**config.mk**
```make
export PLATFORM = sky130hd
export DESIGN_NAME = dma_ring_chan
export DESIGN_NICKNAME = d
export VERILOG_FILES = /design/src/rtl/dma_ring_pkg.sv /design/src/rtl/dma_ring_addr.sv /design/src/rtl/dma_ring_ctr.sv /design/src/rtl/dma_ring_fsm.sv /design/src/rtl/dma_ring_chan.sv
export SDC_FILE = /design/constraint.sdc
export NUM_CORES = 1
export LEC_CHECK = 0
export BUFFER_PORTS_ARGS = -buffer_cell sky130_fd_sc_hd__buf_2
export CAP_MARGIN = 40
export CELL_PAD_IN_SITES_DETAIL_PLACEMENT = 0
export CELL_PAD_IN_SITES_GLOBAL_PLACEMENT = 2
export CORE_MARGIN = 3
export CORE_UTILIZATION = 27
export CTS_CLUSTER_DIAMETER = 150
export CTS_CLUSTER_SIZE = 25
export DETAILED_ROUTE_END_ITERATION = 12
export GPL_TIMING_DRIVEN = 1
export PLACE_DENSITY_LB_ADDON = 0.1
export SETUP_SLACK_MARGIN = 0.2
export SYNTH_ARGS = -nofsm -noshare
export SYNTH_HDL_FRONTEND = slang
export SYNTH_SLANG_ARGS = --single-unit
```
**constraint.sdc**
```tcl
create_clock -name clk -period 3 [get_ports clk]
set_input_delay 0.3 -clock clk [delete_from_list [all_inputs] [get_ports clk]]
set_output_delay 0.3 -clock clk [all_outputs]
set_load 0.02 [all_outputs]
```
**src/rtl/dma_ring_pkg.sv**
```systemverilog
package dma_ring_pkg;
  typedef enum logic [1:0] {
    XS_IDLE  = 2'd0,
    XS_READ  = 2'd1,
    XS_WAIT  = 2'd2,
    XS_WRITE = 2'd3
  } xfer_st_e;
endpackage

```
**src/rtl/dma_ring_addr.sv**
```systemverilog
module dma_ring_addr #(
  parameter int ADDR_W     = 32,
  parameter int MOD_W      = 6,
  parameter int WORD_BYTES = 4
) (
  input  logic              clk,
  input  logic              rst_n,
  input  logic              load,
  input  logic [ADDR_W-1:0] base,
  input  logic [MOD_W-1:0]  mod,
  input  logic              step,
  output logic [ADDR_W-1:0] addr
);
  localparam logic [ADDR_W-1:0] INC = ADDR_W'(WORD_BYTES);
  localparam logic [ADDR_W-1:0] ONE = ADDR_W'(1);

  logic [ADDR_W-1:0] mask;
  logic [ADDR_W-1:0] nxt;

  // mask selects the bits that move; 0 or an oversize exponent means all bits
  always_comb begin
    mask = (mod == '0) ? '1 : ((ONE << mod) - ONE);
    nxt  = (addr & ~mask) | ((addr + INC) & mask);
  end

  always_ff @(posedge clk or negedge rst_n) begin
    if (!rst_n)    addr <= '0;
    else if (load) addr <= base;
    else if (step) addr <= nxt;
  end

  // bits above the window never change on a step
  a_r4_upper_kept: assert property (@(posedge clk) disable iff (!rst_n)
    (step && !load) |=> ((addr & ~$past(mask)) == ($past(addr) & ~$past(mask))));
  // linear mode adds a word
  a_r4_linear: assert property (@(posedge clk) disable iff (!rst_n)
    (step && !load && mod == '0) |=> (addr == $past(addr) + INC));
endmodule

```
**src/rtl/dma_ring_ctr.sv**
```systemverilog
module dma_ring_ctr #(
  parameter int ITER_W = 16,
  parameter int WCNT_W = 8
) (
  input  logic              clk,
  input  logic              rst_n,
  input  logic              reload,
  input  logic [ITER_W-1:0] major,
  input  logic [WCNT_W-1:0] minor,
  input  logic              start,
  input  logic              beat,
  output logic              last_beat,
  output logic [ITER_W-1:0] cur_iter,
  output logic              irq
);
  logic [WCNT_W-1:0] words_left;

  assign last_beat = (words_left == WCNT_W'(1));

  always_ff @(posedge clk or negedge rst_n) begin
    if (!rst_n) begin
      words_left <= '0;
      cur_iter   <= '0;
      irq        <= 1'b0;
    end else begin
      irq <= 1'b0;
      if (start)     words_left <= minor;
      else if (beat) words_left <= words_left - WCNT_W'(1);
      if (reload) begin
        cur_iter <= major;
      end else if (beat && last_beat) begin
        if (cur_iter == ITER_W'(1)) begin
          cur_iter <= major;
          irq      <= 1'b1;
        end else begin
          cur_iter <= cur_iter - ITER_W'(1);
        end
      end
    end
  end

  // counter holds inside a burst
  a_r5_iter_hold: assert property (@(posedge clk) disable iff (!rst_n)
    (beat && !last_beat && !reload) |=> $stable(cur_iter));
  // a single-cycle interrupt
  a_r6_irq_single: assert property (@(posedge clk) disable iff (!rst_n)
    irq |=> !irq);
  // end of major loop reloads and signals
  a_r6_reload: assert property (@(posedge clk) disable iff (!rst_n)
    (beat && last_beat && !reload && cur_iter == ITER_W'(1)) |=> (irq && cur_iter == $past(major)));
endmodule

```
**src/rtl/dma_ring_fsm.sv**
```systemverilog
module dma_ring_fsm
  import dma_ring_pkg::*;
(
  input  logic clk,
  input  logic rst_n,
  input  logic en,
  input  logic pend,
  input  logic rd_ready,
  input  logic rsp_valid,
  input  logic wr_ready,
  input  logic last_beat,
  output logic idle,
  output logic start,
  output logic rd_valid,
  output logic rd_hs,
  output logic rsp_take,
  output logic wr_valid,
  output logic wr_hs
);
  xfer_st_e st, st_n;

  assign idle     = (st == XS_IDLE);
  assign start    = idle && en && pend;
  assign rd_valid = (st == XS_READ);
  assign wr_valid = (st == XS_WRITE);
  assign rd_hs    = rd_valid && rd_ready;
  assign wr_hs    = wr_valid && wr_ready;
  assign rsp_take = (st == XS_WAIT) && rsp_valid;

  always_comb begin
    st_n = st;
    unique case (st)
      XS_IDLE:  if (start)    st_n = XS_READ;
      XS_READ:  if (rd_hs)    st_n = XS_WAIT;
      XS_WAIT:  if (rsp_take) st_n = XS_WRITE;
      XS_WRITE: if (wr_hs)    st_n = last_beat ? XS_IDLE : XS_READ;
      default:                st_n = XS_IDLE;
    endcase
  end

  always_ff @(posedge clk or negedge rst_n) begin
    if (!rst_n) st <= XS_IDLE;
    else        st <= st_n;
  end
endmodule

```
**src/rtl/dma_ring_chan.sv**
```systemverilog
module dma_ring_chan #(
  parameter int ADDR_W = 32,
  parameter int DATA_W = 32,
  parameter int ITER_W = 16,
  parameter int WCNT_W = 8,
  parameter int MOD_W  = $clog2(ADDR_W + 1)
) (
  input  logic              clk,
  input  logic              rst_n,
  input  logic              cfg_en,
  input  logic [ADDR_W-1:0] cfg_src_base,
  input  logic [MOD_W-1:0]  cfg_src_mod,
  input  logic [ADDR_W-1:0] cfg_dst_addr,
  input  logic [WCNT_W-1:0] cfg_minor_words,
  input  logic [ITER_W-1:0] cfg_major_count,
  input  logic              req,
  output logic              rd_valid,
  input  logic              rd_ready,
  output logic [ADDR_W-1:0] rd_addr,
  input  logic              rsp_valid,
  input  logic [DATA_W-1:0] rsp_data,
  output logic              wr_valid,
  input  logic              wr_ready,
  output logic [ADDR_W-1:0] wr_addr,
  output logic [DATA_W-1:0] wr_data,
  output logic [ITER_W-1:0] cur_iter,
  output logic              irq
);
  localparam int WORD_BYTES = DATA_W / 8;

  logic idle, start, rd_hs, rsp_take, wr_hs, last_beat, pend, reload;
  logic [DATA_W-1:0] data_q;

  assign reload  = idle && !cfg_en;
  assign wr_addr = cfg_dst_addr;
  assign wr_data = data_q;

  // one pending burst; requests while disabled are dropped
  always_ff @(posedge clk or negedge rst_n) begin
    if (!rst_n)       pend <= 1'b0;
    else if (!cfg_en) pend <= 1'b0;
    else              pend <= req | (pend & ~start);
  end

  always_ff @(posedge clk or negedge rst_n) begin
    if (!rst_n)        data_q <= '0;
    else if (rsp_take) data_q <= rsp_data;
  end

  dma_ring_fsm u_fsm (
    .clk(clk), .rst_n(rst_n), .en(cfg_en), .pend(pend),
    .rd_ready(rd_ready), .rsp_valid(rsp_valid), .wr_ready(wr_ready),
    .last_beat(last_beat), .idle(idle), .start(start),
    .rd_valid(rd_valid), .rd_hs(rd_hs), .rsp_take(rsp_take),
    .wr_valid(wr_valid), .wr_hs(wr_hs)
  );

  dma_ring_addr #(.ADDR_W(ADDR_W), .MOD_W(MOD_W), .WORD_BYTES(WORD_BYTES)) u_addr (
    .clk(clk), .rst_n(rst_n), .load(reload), .base(cfg_src_base),
    .mod(cfg_src_mod), .step(rd_hs), .addr(rd_addr)
  );

  dma_ring_ctr #(.ITER_W(ITER_W), .WCNT_W(WCNT_W)) u_ctr (
    .clk(clk), .rst_n(rst_n), .reload(reload), .major(cfg_major_count),
    .minor(cfg_minor_words), .start(start), .beat(wr_hs),
    .last_beat(last_beat), .cur_iter(cur_iter), .irq(irq)
  );

  // stalled read request holds
  a_r8_rd_hold: assert property (@(posedge clk) disable iff (!rst_n)
    (rd_valid && !rd_ready) |=> (rd_valid && $stable(rd_addr)));
  // stalled write holds
  a_r8_wr_hold: assert property (@(posedge clk) disable iff (!rst_n)
    (wr_valid && !wr_ready) |=> (wr_valid && $stable(wr_data) && $stable(wr_addr)));
  // a burst begins only from a pending request
  a_r2_read_needs_req: assert property (@(posedge clk) disable iff (!rst_n)
    (idle && !pend) |=> !rd_valid);
endmodule

```
Word-level counts from Yosys, hierarchy flattened
Cells that the tools add are included.
{ "word_totals": {"regBits": 92, "latch_bits": 0, "ramBits": 0, "romBits": 0, "elab_cells": 60, "memories": 0} }
{ "classes": {"n_addsub": 4, "mul": 0, "n_div": 0, "magnitude_cmp": 0, "n_eq_ne": 9, "n_shift": 1, "mux": 18, "bitwise_logic": 7, "reduce_logical": 14} }
{ "ops": {"columns": ["op", "count"], "rows": [
  ["2-to-1 mux 32 bit", 3],
  ["bitwise AND 32 bit", 2],
  ["2-to-1 mux 16 bit", 3],
  ["adder 32 x 3 -> 32 bit, second input constant", 1],
  ["inverter 32 bit", 1],
  ["bitwise OR 32 bit", 1],
  ["left shift 1 x 6 -> 32 bit, first input constant", 1],
  ["subtractor 32 x 1 -> 32 bit, second input constant", 1],
  ["equality test 16 x 1 -> 1 bit, second input constant", 1],
  ["2-to-1 mux 8 bit", 2],
  ["subtractor 16 x 1 -> 16 bit, second input constant", 1],
  ["equality test 8 x 1 -> 1 bit, second input constant", 1],
  ["2-to-1 mux 2 bit", 4],
  ["case mux 2 bit (4 select lines)", 1],
  ["subtractor 8 x 1 -> 8 bit, second input constant", 1],
  ["logical AND 1 bit", 7],
  ["logical NOT 6 bit", 1],
  ["nonzero test 2 bit", 3],
  ["2-to-1 mux 1 bit", 5],
  ["equality test 2 bit, second input constant", 2],
  ["inequality test 2 x 1 -> 1 bit, second input constant", 2],
  ["inequality test 2 bit, second input constant", 2],
  ["AND reduction 4 bit", 1],
  ["equality test 2 x 1 -> 1 bit, second input constant", 1],
  ["5 further kinds", 5]
]} }

Depth between registers and ports, before layout
Gate-level depths: netlist (run 1).
{ "depth": {"depth_word": 8, "ltp_mapped": 10, "depth_no_buf": 7} }

Cells and area by module
From an unflattened synthesis (run 1), not the netlist that was laid out.
{ "hier_totals": {"cells_unflattened": 566, "hier_area_um2": 5774.3} }
{ "modules_own_cells": {"columns": ["module", "n_inst", "cells_per_inst", "area_each_um2"], "rows": [
  ["dma_ring_addr", 1, 237, 2182.1],
  ["dma_ring_ctr", 1, 203, 1741.7],
  ["dma_ring_chan", 1, 104, 1630.3],
  ["dma_ring_fsm", 1, 22, 220.2]
]} }

Worst setup path after synthesis (run 1)
Ideal clock, no wire load.
{ "synth_path": {"path_kind": "reg2reg", "start": "register u_fsm.st[1]", "end": "register (tool-made name)", "t_arrival_ns": 2.158, "required_ns": 2.863, "path_slack_ns": 0.706, "stages_incl_launch_ff": 9, "n_path_buf": 1, "path_cell_list": "dfrtp_1 inv_1 ha_1 nand3_1 or4_1 buf_2 a2111oi_4 xnor2_1 a21oi_1"} }
{ "synth_rtl": {"columns": ["element", "line", "source"], "rows": [
  ["from (decl)", "dma_ring_fsm.sv:20", "xfer_st_e st, st_n;"],
  ["from (signal assigned)", "dma_ring_fsm.sv:43", "else st <= st_n;"]
]} }

==> impl_metrics.py, run 1 <==
metrics = {
    "status": {
        "status": "finished, violations left",
        "violations": "hold timing",
    },
    "synthesis": {
        "synthMuxAreaShare_pct": 8.021,
        "synth_fa_ha_area_share_pct": 2.325,
        "synth_edf_count": 0,
        "ys_seq_area_share_pct": 42.78,
        "syn_area_per_cell_um2": 9.425,
        "syn-cell-area_um2": 5381,
        "syn-num-nets": 714,
        "synth_seq_cells": 92,
        "synth.area.top_cells": "dfrtp_1 (43%), mux2_2 (6.9%), buf_4 (4.5%), o21ai_0 (4.4%), xnor2_1 (4.1%)",
        "synth_top_area_cell": "dfrtp_1",
        "synth_compound_area_share_pct": 15.81,
        "ys_dominant_reg_cell": "dfrtp_1",
        "synth-async-reset-ratio_pct": 100.0,
        "yosys_warnings": 0,
        "synth-simple-area-share_pct": 17.81,
        "yosys.cell_types.count": 60,
        "synth_top_area_share_pct": 42.78,
        "synth_top_family_by_area": "simple AND/OR/NAND/NOR gates",
        "synth_xor_area_share_pct": 5.534,
        "synthCells": 571,
    },
    "global_route": {
        "grtUsageMet2_pct": 26.15,
        "grtUsageMet3_pct": 3.979,
        "grt_pass1_vias": 4875,
        "grt_overflow": 0,
        "grt_usage_pct": 15.39,
        "grt_busiest_layer": "met2",
        "grt.met1_usage_pct": 19.74,
        "grt_pass1_wl_um": 26920,
        "antenna_found_initial": 0,
        "grt_max_degree": 48,
    },
    "finish": {
        "design.final.nets": 860,
        "layout-drive-gt1-share_pct": 36.29,
        "syn2layout_area_growth_pct": 25.13,
        "design_area_um2": 6734,
        "fillers": 2118,
    },
    "cts": {
        "hold_buffers": 0,
        "cts_sinks": 92,
        "cts_resized": 0,
        "root_buffer": "clkbuf_16",
        "cts_buffers": 9,
        "htreeDepth": 3,
        "postCtsSetupBuffers": 0,
        "clockBufferDepth": 2,
        "tritoncts": "built",
        "clkTransAtPathRegs_ps": 70,
        "clk_latency_ps": 350,
    },
    "power_and_ir_drop": {
        "power_density_nw_per_um2": 1020,
        "p_leak_nw": 2.951,
        "vdd.ir_drop.worst_uv": 333.4,
    },
    "setup_path": {
        "worstSetupPathType": "flip-flop to flip-flop",
        "worst-path-max-fanout": 6,
        "regToRegSetupSlack_ps": 570,
        "crit_required_ps": 3210,
        "r2r_start": "u_fsm.st[1]",
        "crit_start": "u_fsm.st[1]",
        "start_kind": "flip-flop",
        "critPathArrivalTime_ps": 2640,
        "crit_path_end_kind": "flip-flop",
    },
    "floorplan": {
        "rows": 51,
        "start_util_pct": 27.56,
        "core_area_um2": 19530,
        "die_h_um": 147.2,
        "die_x_um": 147.2,
        "dieArea_um2": 21660,
        "ioPinCount": 248,
    },
    "routing": {
        "vias_per_cell": 4.839,
        "dr.first_iter.drc_count": 205,
        "via_count": 4781,
        "firstDrtPassIters": 4,
        "totalWireLength_um": 16760,
        "ant_nets": 0,
        "route.detailed.drc": 0,
        "wl_per_cell_um": 16.97,
    },
    "sta": {
        "finalSetupViolations": 0,
        "grt_setup_unrepaired": "false",
        "relSlewSlack_pct": 42.94,
        "finalCritPeriodShare_pct": 80.93,
        "whs_ps": -9.804,
        "worstMarginPinSlew_ps": 834.4,
        "fin_tns_setup_ps": 0,
        "min_period_ps": 2428,
        "slew_viol_final": 0,
        "fmax_mhz": 411.9,
        "finClkSkew_ps": 10.33,
        "final_hold_viol_count": 3,
    },
    "placement": {
        "portBuffers": 183,
        "gp_congestion": 0.7657,
        "placed_area_um2": 6407,
        "post-dp-hpwl_um": 12780,
    },
    "worst_hold_path": {
        "holdCritPathClass": "primary input to asynchronous set/reset pin",
    },
    "run": {
        "drv_cap": 0,
    },
}
report_power, final:
group	leakage, nW	switching (mW)	internal (mW)
Clock	0.156	0.534	0.736
Sequential	1.10	0.616	1.84
Combinational	1.69	1.89	1.25
worst max-delay path, stage by stage (launching register included):
cell       delay, ps
dfrtp_1          410
inv_1            120
ha_1             250
nand3_1          180
or4_1            680
a2111oi_2        390
xnor2_1          170
a21oi_1           90
worst paths after layout:
kind / to / depth (start not counted)
worst max-delay path: flip-flop / 7
worst min-delay path: u_ctr.words_left[3] / 1
worst max register to register: flip-flop / 7
worst min register to register: flip-flop / 2
max in group asynchronous: u_ctr.irq / 2
min in group clk: flip-flop / 3
metrics by stage:
stage | power, mW | setup slack [ps] | instances | utilization, % | hold slack [ps]
floorplan | 4.497 | 705.5 | 571 | - | 4.409
global placement | 5.613 | 622.7 | 969 | 32.70 | 400.8
detailed placement | 5.665 | 566.3 | 971 | 32.81 | 390.7
CTS | 6.970 | 547.6 | 987 | 34.47 | 18.46
global route | 7.400 | 308.8 | 987 | 34.47 | 34.70
finish | 6.867 | 572.0 | 988 | 34.49 | -9.804
kinds of logic (layout without fill, tap and decap cells):
kind of cell / count (synthesis) / count (layout)
other: 0 / 1
adders and majority gates: 10 / 10
AOI/OAI and AO/OA: 134 / 134
xor gates and xnor gates: 34 / 34
and+or+nand+nor: 186 / 186
DFF: 92 / 92
buffers and inverters: 76 / 227
muxes: 39 / 39
cells in the final DEF (no fill, tap or decap), drive strengths merged, types with 5 or more instances in the layout:
master / synthesis / final
nor3: 16 / 16
xor2: 9 / 9
and4: 5 / 5
inv: 15 / 16
ha: 10 / 10
a211oi: 6 / 6
a31oi: 5 / 5
mux2i: 6 / 6
nand4: 11 / 11
buf: 43 / 196
nor4: 13 / 13
xnor2: 25 / 25
a2111oi: 6 / 6
nor2b: 5 / 5
a21oi: 42 / 42
nand3: 19 / 19
nor2: 39 / 39
o21ai: 49 / 49
dfrtp: 92 / 92
nand2: 48 / 48
clkbuf: 18 / 9
mux2: 33 / 33
and3: 7 / 7
layout make-up:
class | count | area [um^2] | area share, %
diodes | 1 | 2.502 | 0.03716
clock buffers | 9 | 225.2 | 3.344
clock inverters | 7 | 98.84 | 1.468
inverters | 15 | 56.30 | 0.8361
multi-input cells | 403 | 2669 | 39.63
flip-flops and latches | 92 | 2302 | 34.19
well taps | 265 | 331.6 | 4.924
repair buffers | 196 | 1049 | 15.57
per-layer routing:
layer	share of wire, %	wire length [um]	up-vias
met4	1.2	195	0
met5	0	0	-
met1	44	7369	2309
li1	-	-	2310
met3	5.8	974	16
met2	49	8222	146
synthesized netlist by cell type, drive strengths merged (4+ instances only):
| master | count |
|---|---|
| dfrtp | 92 |
| o21ai | 49 |
| nand2 | 48 |
| buf | 43 |
| a21oi | 42 |
| nor2 | 39 |
| mux2 | 33 |
| xnor2 | 25 |
| nand3 | 19 |
| clkbuf | 18 |
| nor3 | 16 |
| inv | 15 |
| nor4 | 13 |
| nand4 | 11 |
| ha | 10 |
| xor2 | 9 |
| and3 | 7 |
| a2111oi | 6 |
| a211oi | 6 |
| mux2i | 6 |
| a31oi | 5 |
| and4 | 5 |
| nor2b | 5 |
| a21o | 4 |
| o21a | 4 |
No activity file was read; power rests on OpenSTA's default activity.
==> run 2: changes to the inputs <==
==> constraint.sdc (replaced) <==
create_clock -name clk -period 2.3 [get_ports clk]
set_input_delay 0.23 -clock clk [delete_from_list [all_inputs] [get_ports clk]]
set_output_delay 0.23 -clock clk [all_outputs]
set_load 0.02 [all_outputs]
==> run 2 against run 1 <==
Effect of this change:
- the flow now finishes without violations
- sequential power increased by 29%
- first-iteration DRC count decreased by 8.8%
- sequential cell count unchanged
- critical path depth is the same
- setup slack got worse by 300 ps
- maximum frequency grew 20%
- core utilization increased by 1.7 points
- global-route usage grew 0.24 points
- cell count increased by 3.0%
- largest cell class unchanged
- highest routed layer unchanged
==> impl_metrics.py, run 2 (synthesized netlist as in run 1, its figures left out) <==
metrics = {
    "power_and_ir_drop": {
        "vdd.ir_drop.worst_uv": 490.7,
        "p_leak_nw": 3.106,
        "p_clk_share_pct": 17.6,
        "power_mw": 9.282,
        "swShare_pct": 44.55,
        "p_sw_mw": 4.135,
        "power_frac_comb_pct": 48.2,
        "power_density_nw_per_um2": 1312,
        "seq_power_share_pct": 34.2,
        "cell_internal_pwr_mw": 5.147,
    },
    "setup_path": {
        "crit_required_ps": 2540,
        "worstSetupPathType": "flip-flop to flip-flop",
        "start_kind": "flip-flop",
        "worst-path-max-fanout": 6,
        "crit_path_end_kind": "flip-flop",
        "critPathArrivalTime_ps": 2280,
    },
    "sta": {
        "min_period_ps": 2032,
        "finClkSkew_ps": 10.77,
        "final_hold_viol_count": 0,
        "grt_setup_unrepaired": "true",
        "finalCritPeriodShare_pct": 88.33,
        "slew_viol_final": 0,
        "whs_ps": 73.17,
        "fin_tns_setup_ps": 0,
        "relSlewSlack_pct": 59.85,
        "setup_ws_ps": 268.4,
        "worstMarginPinSlew_ps": 602.2,
        "finalSetupViolations": 0,
        "fmax_mhz": 492.2,
    },
    "routing": {
        "firstDrtPassIters": 6,
        "wl_per_cell_um": 17.03,
        "via_count": 4928,
        "totalWireLength_um": 17330,
        "vias_per_cell": 4.841,
        "dr.first_iter.drc_count": 187,
        "route.detailed.drc": 0,
        "ant_nets": 0,
    },
    "global_route": {
        "antenna_found_initial": 0,
        "grt_usage_pct": 15.63,
        "grt_pass1_vias": 4920,
        "grt_max_degree": 40,
        "grt_pass1_wl_um": 27060,
        "grt_overflow": 0,
    },
    "cts": {
        "clockBufferDepth": 2,
        "cts_sinks": 92,
        "root_buffer": "clkbuf_16",
        "clkTransAtPathRegs_ps": 80,
        "cts_buffers": 9,
        "tritoncts": "built",
        "htreeDepth": 3,
        "clk_latency_ps": 360,
    },
    "finish": {
        "layout_common_cells": "buf_2 (183), dfrtp_1 (90), nand2_1 (48), o21ai_0 (46), a21oi_1 (42)",
        "design_area_um2": 7074,
        "register_area_um2": 2305,
        "design.final.nets": 891,
        "layout-drive-gt1-share_pct": 40.50,
        "final_common_cell": "buf_2",
        "fin_util_pct": 36.23,
        "multi_input_area_um2": 2778,
        "fillers": 2086,
        "final_cells": 1018,
        "antenna_cells": 0,
        "syn2layout_area_growth_pct": 31.46,
    },
    "placement": {
        "placed_area_um2": 6638,
        "gp_congestion": 0.7862,
        "preCtsSetupSlack_ps": 88.84,
        "portBuffers": 183,
        "post-dp-hpwl_um": 13070,
        "place_inst": 998,
    },
    "floorplan": {
        "start_util_pct": 27.56,
        "ioPinCount": 248,
        "die_h_um": 147.2,
        "die_x_um": 147.2,
        "core_area_um2": 19530,
        "dieArea_um2": 21660,
        "rows": 51,
    },
    "status": {
        "status": "finished, final reports clean",
    },
    "run": {
        "drv_cap": 0,
    },
    "worst_hold_path": {
        "holdCritPathClass": "primary input to flip-flop",
    },
}
-- run 2: cell types whose count changed in the layout (fill, tap and decap cells not counted), moves of 2 or more --
cell	change
buf_4	+29
a2111oi_2	-3
nor4_2	+4
inv_8	+2
dfrtp_1	-2
ha_1	-2
dfrtp_2	+2
nor4_1	-4
clkinv_4	-2
a2111oi_4	+3
-- run 2: worst paths after layout --
| path | end | cells past startpoint | slack, ps | startpoint |
|---|---|---|---|---|
| worst min-delay path | flip-flop | 3 | 70 | cfg_src_base[17] |
| worst max-delay path | flip-flop | 7 | 270 | u_fsm.st[1] |
| min in group asynchronous | asynchronous set/reset pin | 2 | 420 | rst_n |
| max in group asynchronous | wr_data[29] | 3 | 1260 | rst_n |
| worst min register to register | wr_data[3] | 1 | 500 | wr_data[3] |
| worst max register to register | flip-flop | 7 | 270 | u_fsm.st[1] |
-- run 2: critical path, cell delays in order, from the launching register on --
cell and delay, ps:
dfrtp_1 390, inv_2 90, ha_4 150, nand3_2 90
or4_4 620, a2111oi_2 350, xnor2_1 160, o21ai_1 70
-- run 2: final cells by class --
cell class,count,share of cell area [%]
multi-input cells,403,39.26
flip-flops and latches,92,32.58
repair buffers,227,18.18
well taps,265,4.687
clock buffers,9,3.184
clock inverters,7,1.309
inverters,15,0.7959
-- run 2: timing repair --
item	in CTS	in global routing
hold buffers	1	0
endpoints found under the hold margin	36	0
pin swaps	0	8
endpoints found under the setup margin	9	27
buffers inserted	1	2
gates resized for setup	2	13
-- run 2: metal layers --
metal | GRT usage, % | up-vias | part of all wire, %
met5 | 0 | - | 0
met4 | 4.939 | 0 | 1.5
met3 | 2.930 | 23 | 4.4
met2 | 26.13 | 142 | 49
met1 | 20.55 | 2397 | 45
li1 | - | 2366 | -
-- run 2: power groups by stage --
stage | Sequential [mW] | Clock (mW) | Combinational (mW)
2_1_floorplan | 3.94 | 0 | 1.96
3_3_place_gp | 3.16 | 0 | 4.44
3_5_place_dp | 3.19 | 0 | 4.48
4_1_cts | 3.17 | 1.68 | 4.49
5_1_grt | 3.31 | 1.74 | 4.93
6_report | 3.17 | 1.63 | 4.48
==> run 3: changes to the inputs <==
--- a/config.mk
+++ b/config.mk
@@ -5,7 +5,7 @@
 export SDC_FILE = /design/constraint.sdc
 export NUM_CORES = 1
 export LEC_CHECK = 0
-export BUFFER_PORTS_ARGS = -buffer_cell sky130_fd_sc_hd__buf_2
+export BUFFER_PORTS_ARGS = -buffer_cell sky130_fd_sc_hd__buf_4
 export CAP_MARGIN = 40
 export CELL_PAD_IN_SITES_DETAIL_PLACEMENT = 0
 export CELL_PAD_IN_SITES_GLOBAL_PLACEMENT = 2
==> run 3 against run 2 <==
Effect of this change:
- maximum frequency increased by 1.6%
- combinational power increased by 9.4%
- setup slack improved by 31 ps
- sequential share of layout area shrank 1.7 points
- cell count is 0.69% lower
- clock-buffer cell count unchanged
- non-clock buffer count shrank 7
- register-to-register slack better by 30 ps
- clock skew is 2.0 ps lower
- critical path depth stayed put
==> impl_metrics.py, run 3 (synthesized netlist as in run 1, its figures left out) <==
metrics = {
    "status": {
        "status": "finished, final reports clean",
    },
    "global_route": {
        "grt_pass1_wl_um": 27340,
        "grt_busiest_layer": "met2",
        "grtUsageMet2_pct": 26.08,
        "antenna_found_initial": 0,
        "grtUsageMet3_pct": 4.997,
        "grt_overflow": 0,
        "grt_pass1_vias": 5052,
        "grt_usage_pct": 15.76,
        "grt_max_degree": 43,
        "grt.met1_usage_pct": 19.84,
    },
    "finish": {
        "layout-drive-gt1-share_pct": 39.81,
        "design.final.nets": 884,
        "layout_common_cells": "buf_4 (215), dfrtp_1 (91), nand2_1 (48), o21ai_0 (47), a21oi_1 (42)",
        "antenna_cells": 0,
        "syn2layout_area_growth_pct": 38.80,
        "final_common_cell": "buf_4",
    },
    "cts": {
        "htreeDepth": 3,
        "clockBufferDepth": 2,
        "cts_sinks": 92,
        "cts_buffers": 9,
        "clkTransAtPathRegs_ps": 80,
        "tritoncts": "built",
        "root_buffer": "clkbuf_16",
        "clk_latency_ps": 350,
    },
    "sta": {
        "finalSetupViolations": 0,
        "grt_setup_unrepaired": "true",
        "finClkSkew_ps": 8.776,
        "fin_tns_setup_ps": 0,
        "relSlewSlack_pct": 43.20,
        "min_period_ps": 2001,
        "worstMarginPinSlew_ps": 845.5,
        "slew_viol_final": 0,
        "finalCritPeriodShare_pct": 86.98,
        "final_hold_viol_count": 0,
        "fmax_mhz": 499.9,
    },
    "power_and_ir_drop": {
        "power_mw": 9.611,
        "p_clk_share_pct": 15.7,
        "seq_power_share_pct": 33.3,
        "cell_internal_pwr_mw": 5.447,
        "vdd.ir_drop.worst_uv": 384.1,
        "swShare_pct": 43.32,
        "power_density_nw_per_um2": 1287,
        "p_sw_mw": 4.164,
        "power_frac_comb_pct": 51.0,
        "p_leak_nw": 3.219,
    },
    "floorplan": {
        "start_util_pct": 27.56,
        "die_h_um": 147.2,
        "ioPinCount": 248,
        "die_x_um": 147.2,
        "core_area_um2": 19530,
        "rows": 51,
        "dieArea_um2": 21660,
    },
    "setup_path": {
        "worst-path-max-fanout": 6,
        "crit_required_ps": 2540,
        "crit_path_end_kind": "flip-flop",
        "critPathArrivalTime_ps": 2240,
        "r2r_start": "u_fsm.st[1]",
        "start_kind": "flip-flop",
        "worstSetupPathType": "flip-flop to flip-flop",
        "crit_start": "u_fsm.st[1]",
    },
    "run": {
        "drv_cap": 0,
    },
    "routing": {
        "wl_per_cell_um": 17.14,
        "route.detailed.drc": 0,
        "via_count": 4915,
        "ant_nets": 0,
        "totalWireLength_um": 17330,
        "firstDrtPassIters": 4,
        "vias_per_cell": 4.862,
        "dr.first_iter.drc_count": 191,
    },
    "placement": {
        "gp_congestion": 0.7833,
        "portBuffers": 183,
        "post-dp-hpwl_um": 13180,
    },
    "worst_hold_path": {
        "holdCritPathClass": "primary input to flip-flop",
        "hp-start": "cfg_src_base[0]",
    },
}
==> run 3: layout make-up <==
class / instances / area, um^2
clock buffers: 9 / 225.2
clock inverters: 7 / 67.56
fillers: 2027 / 12060
inverters: 15 / 56.30
multi-input cells: 403 / 2790
flip-flops and latches: 92 / 2303
well taps: 265 / 331.6
repair buffers: 220 / 1695
==> run 3: worst paths after layout <==
path,end,slack (ps),cells past startpoint
worst max-delay path,flip-flop,300,7
worst min-delay path,flip-flop,70,3
worst max register to register,flip-flop,300,7
worst min register to register,flip-flop,480,2
max in group asynchronous,asynchronous set/reset pin,1210,3
min in group asynchronous,asynchronous set/reset pin,450,2
==> run 3: stage by stage <==
step | std cells | setup slack, ps | cell area, um^2 | hold WS [ps] | util (%)
after floorplan | 571 | 206.7 | 5409 | -65.59 | -
after global placement | 991 | 93.87 | 7043 | 301.4 | 36.07
after detailed placement | 991 | 39.33 | 7043 | 305.9 | 36.07
after CTS | 1009 | 164.9 | 7388 | 49.46 | 37.84
after global routing | 1011 | 151.4 | 7470 | 62.47 | 38.25
final | 1011 | 299.5 | 7470 | 66.52 | 38.25
==> run 3: layer usage <==
| metal | part of all wire (%) | routed length [um] |
|---|---|---|
| met4 | 1.3 | 219 |
| met2 | 50 | 8629 |
| met1 | 43 | 7455 |
| met3 | 5.9 | 1027 |
| met5 | 0 | 0 |
==> run 3: critical path: stages (launching register included) <==
cell and delay (ps):
dfrtp_1 410, inv_2 90, ha_4 140, nand3_2 90, or4_4 660, a2111oi_4 250, xnor2_1 160, a21oi_1 80
==> run 3: repair_timing <==
| item | 4_1_cts | 5_1_grt |
|---|---|---|
| endpoints found under the hold margin | 39 | 0 |
| pin swaps | 0 | 7 |
| setup buffers | 1 | 2 |
| setup endpoints to repair | 13 | 27 |
| hold buffers | 1 | 0 |
| gates resized for setup | 4 | 14 |
| gates cloned | 0 | 0 |
==> run 3: power by group through the flow <==
stage	logic, mW	clock network (mW)	registers, mW
floorplan	1.96	0	3.94
finish	4.90	1.51	3.20
global route	5.35	1.63	3.34
detailed placement	4.90	0	3.21
global placement	4.85	0	3.18
CTS	4.93	1.57	3.19
